$ cat config.mk
export PLATFORM = sky130hd
export DESIGN_NAME = wdt_channel
export DESIGN_NICKNAME = d
export VERILOG_FILES = /design/src/rtl/wdt_pkg.sv /design/src/rtl/wdt_cmd_reg.sv /design/src/rtl/wdt_prescaler.sv /design/src/rtl/wdt_down_counter.sv /design/src/rtl/wdt_channel.sv
export SDC_FILE = /design/constraint.sdc
export NUM_CORES = 1
export LEC_CHECK = 0
export ABC_AREA = 1
export ABC_CLOCK_PERIOD_IN_PS = 1400
export BUFFER_PORTS_ARGS = -buffer_cell sky130_fd_sc_hd__buf_2
export CAP_MARGIN = 20
export CORE_MARGIN = 3
export CORE_UTILIZATION = 30
export CTS_CLUSTER_SIZE = 8
export DETAILED_ROUTE_END_ITERATION = 6
export HOLD_SLACK_MARGIN = 0.02
export PLACE_DENSITY = 0.6
export SKIP_CTS_REPAIR_TIMING = 1
export SLEW_MARGIN = 20
export SYNTH_ARGS = -nofsm -noshare
export SYNTH_HDL_FRONTEND = slang
export SYNTH_SLANG_ARGS = --single-unit
$ cat constraint.sdc
create_clock -name clk -period 1.4 [get_ports clk]
set_input_delay 0.07 -clock clk [delete_from_list [all_inputs] [get_ports clk]]
set_output_delay 0.07 -clock clk [all_outputs]
set_load 0.05 [all_outputs]
$ cat src/rtl/wdt_pkg.sv
// Shared types and constants for the prescaled watchdog channel.
// Assumes the command fields sit in the low bits of the host data word.
package wdt_pkg;

    localparam int NUM_RATES = 4;                          // selectable step rates
    localparam int STEP_LOG  = 2;                          // log2 of ratio between rates
    localparam int SEL_W     = $clog2(NUM_RATES);
    localparam int DIV_W     = STEP_LOG * (NUM_RATES - 1); // free-running divider width

    typedef enum logic [SEL_W-1:0] {
        RATE_DIV1  = 2'd0,
        RATE_DIV4  = 2'd1,
        RATE_DIV16 = 2'd2,
        RATE_DIV64 = 2'd3
    } rate_sel_e;

    // Packed: run_en lands on bit 2, rate on bits [1:0].
    typedef struct packed {
        logic      run_en;
        rate_sel_e rate;
    } chan_cmd_t;

    localparam int CMD_W = $bits(chan_cmd_t);

endpackage

$ cat src/rtl/wdt_cmd_reg.sv
// Command register for one channel: stores the rate field and the run enable.
// Assumes the caller passes only the command bits of the host word.
module wdt_cmd_reg
    import wdt_pkg::*;
(
    input  logic             clk,
    input  logic             rst_n,
    input  logic             wr,
    input  logic [CMD_W-1:0] wbits,
    output chan_cmd_t        cmd
);

    // Capture the command fields on a host write.
    always_ff @(posedge clk) begin
        if (!rst_n) begin
            cmd <= '{run_en: 1'b0, rate: RATE_DIV1};
        end else if (wr) begin
            cmd <= chan_cmd_t'(wbits);
        end
    end

    // fields hold while no write is issued
    a_r2_cmd_holds: assert property (@(posedge clk) disable iff (!rst_n)
        !wr |=> $stable(cmd));

    // a write lands exactly the presented bits
    a_r2_cmd_written: assert property (@(posedge clk) disable iff (!rst_n)
        wr |=> (cmd == $past(wbits)));

endmodule

$ cat src/rtl/wdt_prescaler.sv
// Rate divider: a free-running counter of reference strobes, tapped to make
// a single-cycle step enable at 1, 1/4, 1/16 or 1/64 of the reference rate.
// Assumes ref_tick is a one-cycle strobe in the clk domain; no clock is gated.
module wdt_prescaler
    import wdt_pkg::*;
(
    input  logic             clk,
    input  logic             rst_n,
    input  logic             ref_tick,
    input  logic [SEL_W-1:0] sel,
    output logic             step
);

    logic [DIV_W-1:0]     div_q;
    logic [NUM_RATES-1:0] tap;

    // Count reference strobes, wrapping at the full divider width.
    always_ff @(posedge clk) begin
        if (!rst_n) begin
            div_q <= '0;
        end else if (ref_tick) begin
            div_q <= div_q + 1'b1;
        end
    end

    // One tap per rate: true when the low bits of the divider are all ones.
    for (genvar r = 0; r < NUM_RATES; r++) begin : g_tap
        localparam logic [DIV_W-1:0] MASK = {DIV_W{1'b1}} >> (DIV_W - r * STEP_LOG);
        assign tap[r] = ((div_q & MASK) == MASK);
    end

    // Gate the selected tap with the strobe to form the step enable.
    always_comb begin
        step = ref_tick & tap[sel];
    end

    // a step only happens on a reference strobe
    a_r3_step_on_ref: assert property (@(posedge clk) disable iff (!rst_n)
        step |-> ref_tick);

    // at a divided rate two steps are never back to back
    a_r3_no_double_step: assert property (@(posedge clk) disable iff (!rst_n)
        (step && sel != '0) |=> !(step && sel == $past(sel)));

endmodule

$ cat src/rtl/wdt_down_counter.sv
// Loadable down-counter with terminal-count pulse. It counts one per step
// while enabled and running, stops at zero, and pulses tc once on expiry.
// A load has priority over a same-cycle step and clears any pending tc.
module wdt_down_counter #(
    parameter int CNT_W = 16
) (
    input  logic             clk,
    input  logic             rst_n,
    input  logic             load,
    input  logic [CNT_W-1:0] load_val,
    input  logic             en,
    input  logic             step,
    output logic [CNT_W-1:0] cnt,
    output logic             tc
);

    localparam logic [CNT_W-1:0] LAST = {{(CNT_W-1){1'b0}}, 1'b1};

    logic running;

    // Load, count down, and flag expiry.
    always_ff @(posedge clk) begin
        if (!rst_n) begin
            cnt     <= '0;
            running <= 1'b0;
            tc      <= 1'b0;
        end else begin
            tc <= 1'b0;
            if (load) begin
                cnt     <= load_val;
                running <= |load_val;
            end else if (en && running && step) begin
                cnt <= cnt - 1'b1;
                if (cnt == LAST) begin
                    running <= 1'b0;
                    tc      <= 1'b1;
                end
            end
        end
    end

    // load takes effect and removes any tc
    a_r4_load_wins: assert property (@(posedge clk) disable iff (!rst_n)
        load |=> (cnt == $past(load_val)) && !tc);

    // a qualified step removes exactly one count
    a_r5_dec_one: assert property (@(posedge clk) disable iff (!rst_n)
        (!load && en && running && step) |=> (cnt == $past(cnt) - 1'b1));

    // disabled channel holds its count
    a_r6_hold_disabled: assert property (@(posedge clk) disable iff (!rst_n)
        (!load && !en) |=> $stable(cnt));

    // tc is a single pulse, seen only at count zero when stopped
    a_r7_tc_single: assert property (@(posedge clk) disable iff (!rst_n)
        tc |=> !tc);
    a_r7_tc_at_zero: assert property (@(posedge clk) disable iff (!rst_n)
        tc |-> (cnt == '0) && !running);

    // a stopped channel does not move without a load
    a_r9_stopped_holds: assert property (@(posedge clk) disable iff (!rst_n)
        (!load && !running) |=> $stable(cnt) && !tc);

endmodule

$ cat src/rtl/wdt_channel.sv
// One prescaled watchdog / timestamp channel: command register, rate divider,
// down-counter and readback gate. Assumes host_wdata is as wide as the count
// and that bus decoding and interrupt arbitration are done by the caller.
module wdt_channel
    import wdt_pkg::*;
#(
    parameter int CNT_W  = 16,
    parameter int DATA_W = CNT_W
) (
    input  logic              clk,
    input  logic              rst_n,
    input  logic              ref_tick,
    input  logic [DATA_W-1:0] host_wdata,
    input  logic              cmd_wr,
    input  logic              load,
    input  logic              oe,
    output logic [DATA_W-1:0] rd_data,
    output logic              tc
);

    chan_cmd_t        cmd;
    logic             step;
    logic [CNT_W-1:0] cnt;

    wdt_cmd_reg i_cmd (
        .clk   (clk),
        .rst_n (rst_n),
        .wr    (cmd_wr),
        .wbits (host_wdata[CMD_W-1:0]),
        .cmd   (cmd)
    );

    wdt_prescaler i_div (
        .clk      (clk),
        .rst_n    (rst_n),
        .ref_tick (ref_tick),
        .sel      (cmd.rate),
        .step     (step)
    );

    wdt_down_counter #(.CNT_W(CNT_W)) i_cnt (
        .clk      (clk),
        .rst_n    (rst_n),
        .load     (load),
        .load_val (host_wdata[CNT_W-1:0]),
        .en       (cmd.run_en),
        .step     (step),
        .cnt      (cnt),
        .tc       (tc)
    );

    // Drive the count onto the read bus only while the output enable is set.
    always_comb begin
        rd_data = '0;
        if (oe) begin
            rd_data = DATA_W'(cnt);
        end
    end

    // an expiry reads back as zero
    a_r8_tc_reads_zero: assert property (@(posedge clk) disable iff (!rst_n)
        (tc && oe) |-> (rd_data == '0));

    // the bus is quiet while not enabled
    a_r8_bus_quiet: assert property (@(posedge clk) disable iff (!rst_n)
        !oe |-> (rd_data == '0));

endmodule

; ---- Word level (Yosys, flattened, before mapping)
; Cells that the tools add are included.
[totals]
register_bits = 27
output_inout_bits = 17
[classes]
n_addsub = 2
order_cmp = 1
eq_ne = 4
n_mux = 9
bitwise = 3
reduce_logical = 7
[ops]
columns = operator, count
row1 = $mux W16, 3
row2 = $eq A16 B1 Y1 const B, 1
row3 = $reduce_or A16 Y1, 1
row4 = $sub A16 B1 Y16 const B, 1
row5 = $add A6 B1 Y6 const B, 1
row6 = $eq A6 B6 Y1 const B, 1
row7 = $mux W1, 5
row8 = $eq A4 B4 Y1 const B, 1
row9 = $reduce_bool A2 Y1, 2
row10 = $lt A2 B3 Y1 const B, 1
row11 = $reduce_or A3 Y1, 1
row12 = $bmux W1 S2, 1
row13 = $eq A2 B2 Y1 const B, 1
row14 = $logic_and A1 B1 Y1, 2
row15 = $not A1 Y1, 2
row16 = $reduce_and A2 Y1, 1
row17 = $and A1 B1 Y1, 1

; ---- Longest topological paths before layout
[logic_depth]
depth_word = 7
depth_mapped = 11

; ---- Hierarchy
; A second synthesis with hierarchy kept.
[unflattened]
hier_cells = 292
hier_area_um2 = 1854.3
[by_module_without_submodules]
columns = module, instances, cells_per_inst, area_each_um2, seq_area_each_um2
row1 = wdt_down_counter, 1, 200, 1276.2, 360.3
row2 = wdt_prescaler, 1, 40, 297.8, 120.1
row3 = wdt_channel, 1, 34, 163.9, 0.0
row4 = wdt_cmd_reg, 1, 18, 116.4, 60.1

; ---- Least setup slack after synthesis
; OpenSTA, ideal clock, no wires.
[synth_timing]
path_type = register to register
start = register i_div.div_q[0]
end = register i_cnt.cnt[11]
arrival_time_ns = 1.240
path_slack_ns = 0.033
stages_incl_launch_ff = 12
path_buffers = 1
cell_sequence = dfxtp_1 ha_1 nand2_1 nor2_1 nand2_1 nand2_2 nand2_2 buf_6 nand3_1 nand2_1 nor2_1 nor2_1
[synth_via]
elab_chain_len = 6
word_cells_on_any_way = 8
[synth_rtl]
columns = element, line
row1 = "start, declared", wdt_prescaler.sv:14  ; logic [DIV_W-1:0] div_q;
row2 = "start signal, assigned", wdt_prescaler.sv:22  ; div_q <= div_q + 1'b1;
row3 = "$eq A6 B6 Y1, or another cell as far along", wdt_prescaler.sv:29  ; assign tap[r] = ((div_q & MASK) == MASK);
row4 = $bmux W1 S2 (*), wdt_prescaler.sv:34  ; step = ref_tick & tap[sel];
row5 = $mux W1 (implied by the code) (*), wdt_prescaler.sv:34
row6 = $and A1 B1 Y1 (*), wdt_prescaler.sv:34
row7 = $logic_and A1 B1 Y1 (*), wdt_down_counter.sv:32  ; end else if (en && running && step) begin
row8 = $reduce_bool A2 Y1 (no line) (*), n/a
row9 = "end signal, assigned", wdt_down_counter.sv:30  ; cnt <= load_val;
row10 = "end signal, assigned", wdt_down_counter.sv:33  ; cnt <= cnt - 1'b1;
row11 = "end, declared", wdt_down_counter.sv:13  ; output logic [CNT_W-1:0] cnt,
; Mark *: on every way between the ends. The rest lies on a longest branch, timed or not. The select of a mux whose other input is x is not followed.
; A chain may end at the register's enable or synchronous reset.

; ---- Worst setup path after layout
[layout_timing]
start = register i_div.div_q[0]
end = register i_cnt.cnt[8]
; Same word-level chain as after synthesis.

==> results.cfg <==
[detailed_routing]
post_drt_wl_per_cell_um = 12.7
viasPerCell = 4.69
ant_nets = 0
wirelength_mm = 5.45
drtIter0Drc = 171
drc = 0
first_pass_iters = 4
vias = 2010

[die]
coreArea_um2 = 5710
die_y_um = 84.0
io_pins = 39
rows = 27
die-area_um2 = 7060
die_x_um = 84.0
start_util = 0.320

[synthesis]
yosys.area.top_type = dfxtp_1
ys_seq_area_frac = 0.296
yosys.cell_count.top_type = nand2_1
synth_cell_types = 28
yosys_warnings = 0
yosysTopAreaCellShare = 0.296
synth_edf_count = 0
syn_inst = 305
syn_area_per_cell_um2 = 5.99
synth_area_um2 = 1830
synthFlopType = dfxtp_1
synthTopCellsByCount = 84 x nand2_1, 55 x nor2_1, 43 x inv_1
async_reset_ff_frac = 0
ys_top_cells_by_area = dfxtp_1 30%, nand2_1 17%, nor2_1 11%
syn_nets = 330
ys_ff_latch = 27

[clock_tree]
cts_num_sinks = 27
cts_buffer_depth = 2
tritoncts = built
cts.clk_slew.worst_paths_ps = 100
htreeDepth = 1
cts_buffers = 3
cts_root_buf = clkbuf_8
worstSkewPairLatency_ps = 280

[critical_path]
path_common_cell = nor2_1
timing.critical_path.buf_inv = 0
cpPeakStageDelay_ps = 370
end_kind = flip-flop
crit_family = simple AND/OR/NAND/NOR gates
crit_slowest_cell = dfxtp_2
path_cells = ha_4 > nand2_2 > nor2_1 > nand2_1 > nand2_4 > nand2_8 > nand2_4 > o21ai_0 > nor2_1 > nor2_1
arrival_ps = 1620
start_kind = flip-flop
required_ps = 1560
critPathKind = reg2reg
crit_fanout = 12

[sta]
setup_violations = 13
tns_ps = -366
max_freq_mhz = 683
drv_slew = 0
slew_headroom = 0.609
setup_slack_ps = -64.9
tightest_slew_ps = 586
min_period_over_period = 1.05
timing.hold.ws_ps = 49.0
fin_crit_ps = 1460
rsz0062_at_grt = true
skew_ps = 4.16
hold_viol = 0

[power]
worst_ir_drop_vdd_v = 0.000440
p_clk_frac = 0.246
power_uw = 1930
switching_share = 0.363
seqPwrFrac = 0.445
power_leakage_uw = 0.00122
p_per_area_nw_per_um2 = 813
internal_power_uw = 1230
pwr-share-comb = 0.308
p_sw_uw = 701

[global_route]
grt_max_degree = 17
track_usage = 0.156
grt_pass1_vias = 1918
grt_first_pass_wirelength_mm = 9.13
grt_antenna_before_repair = 0
gr-total-overflow = 0

[status]
violations = setup timing
status = finished with violations

[finish]
syn2layout_area_growth_pct = 30.2
diodes = 0
seqCellArea_um2 = 544
final_nets = 383
fillerInstances = 662
final_util = 0.416
multiInputGateArea_um2 = 1180
drive_above_1_share = 0.289

[place]
place_congestion = 0.922
dpl.hpwl_mm = 4.12
port_buffers = 38

[worst_hold_path]
hold_path_class = in2reg

[job]
drv_cap = 0
==> layout make-up <==
cell class,count,share of cell area
flip-flops and latches,27,0.229
multi-input cells,223,0.495
well taps,72,0.0379
clock buffers,3,0.0174
repair buffers,57,0.145
inverters,46,0.0727
clock inverters,1,0.00316
==> kinds of logic (layout without fill, tap and decap cells) <==
logic type / Yosys count / in the layout / synth area share
compound gates: 34 / 34 / 0.113
xor+xnor: 2 / 2 / 0.00960
buf+inv: 55 / 107 / 0.127
flops: 27 / 27 / 0.296
simple gates: 184 / 184 / 0.434
fa+ha+maj: 3 / 3 / 0.0206
==> registers in the layout, indices dropped and copies added (netlist names) <==
name,flops
i_cnt.running,1
i_div.div_q,6
i_cnt.tc,1
i_cnt.cnt,16
i_cmd.cmd,3
==> power groups by stage <==
stage / Sequential, µW / Clock (µW) / Combinational [µW]
2_1_floorplan: 861 / 0 / 365
3_3_place_gp: 871 / 0 / 538
3_5_place_dp: 871 / 0 / 540
4_1_cts: 853 / 490 / 543
5_1_grt: 868 / 532 / 668
6_report: 860 / 475 / 596
==> worst reg2reg max path: stages (launching register included) <==
cell and delay [ps]:
dfxtp_2 370, ha_4 160, nand2_2 60, nor2_1 90
nand2_1 90, nand2_4 130, nand2_8 110, nand2_4 110
o21ai_0 90, nor2_1 100, nor2_1 40
==> per-layer routing <==
layer	vias up	GRT usage	wire length, µm
li1	1060	-	-
met2	45	0.255	2520
met4	0	0.0322	37
met3	2	0.0168	222
met5	-	0	0
met1	903	0.222	2680
==> cell usage in the layout (no fill, tap or decap), drive strengths merged <==
cell type	synthesis	routed
nand2	87	87
nor2	59	59
buf	3	57
inv	46	46
dfxtp	27	27
nand3	21	21
a21oi	15	15
o21ai	14	14
nor3	7	7
nand4	3	3
ha	3	3
clkbuf	6	3
nor4	3	3
o21bai	2	2
nand3b	2	2
xor2	2	2
a31oi	2	2
or2	1	1
o211ai	1	1
and3	1	1
clkinvlp	0	1
==> worst paths after layout <==
check | startpoint | end | slack (ps) | depth (start not counted)
worst max register to register | i_div.div_q[0] | i_cnt.cnt[8] | -60 | 10
worst max-delay path | i_div.div_q[0] | i_cnt.cnt[8] | -60 | 10
worst min-delay path | ref_tick | i_div.div_q[0] | 50 | 2
worst min register to register | i_div.div_q[5] | i_div.div_q[5] | 480 | 2
==> through the flow <==
step	area (µm²)	worst slack, ps	instances
after CTS	2230	-245	428
after floorplan	1830	32.7	305
after detailed placement	2180	-212	424
after global placement	2180	-131	424
after global routing	2380	-170	429
final	2380	-64.9	429
Note: power is estimated with default switching activity, not from simulation.
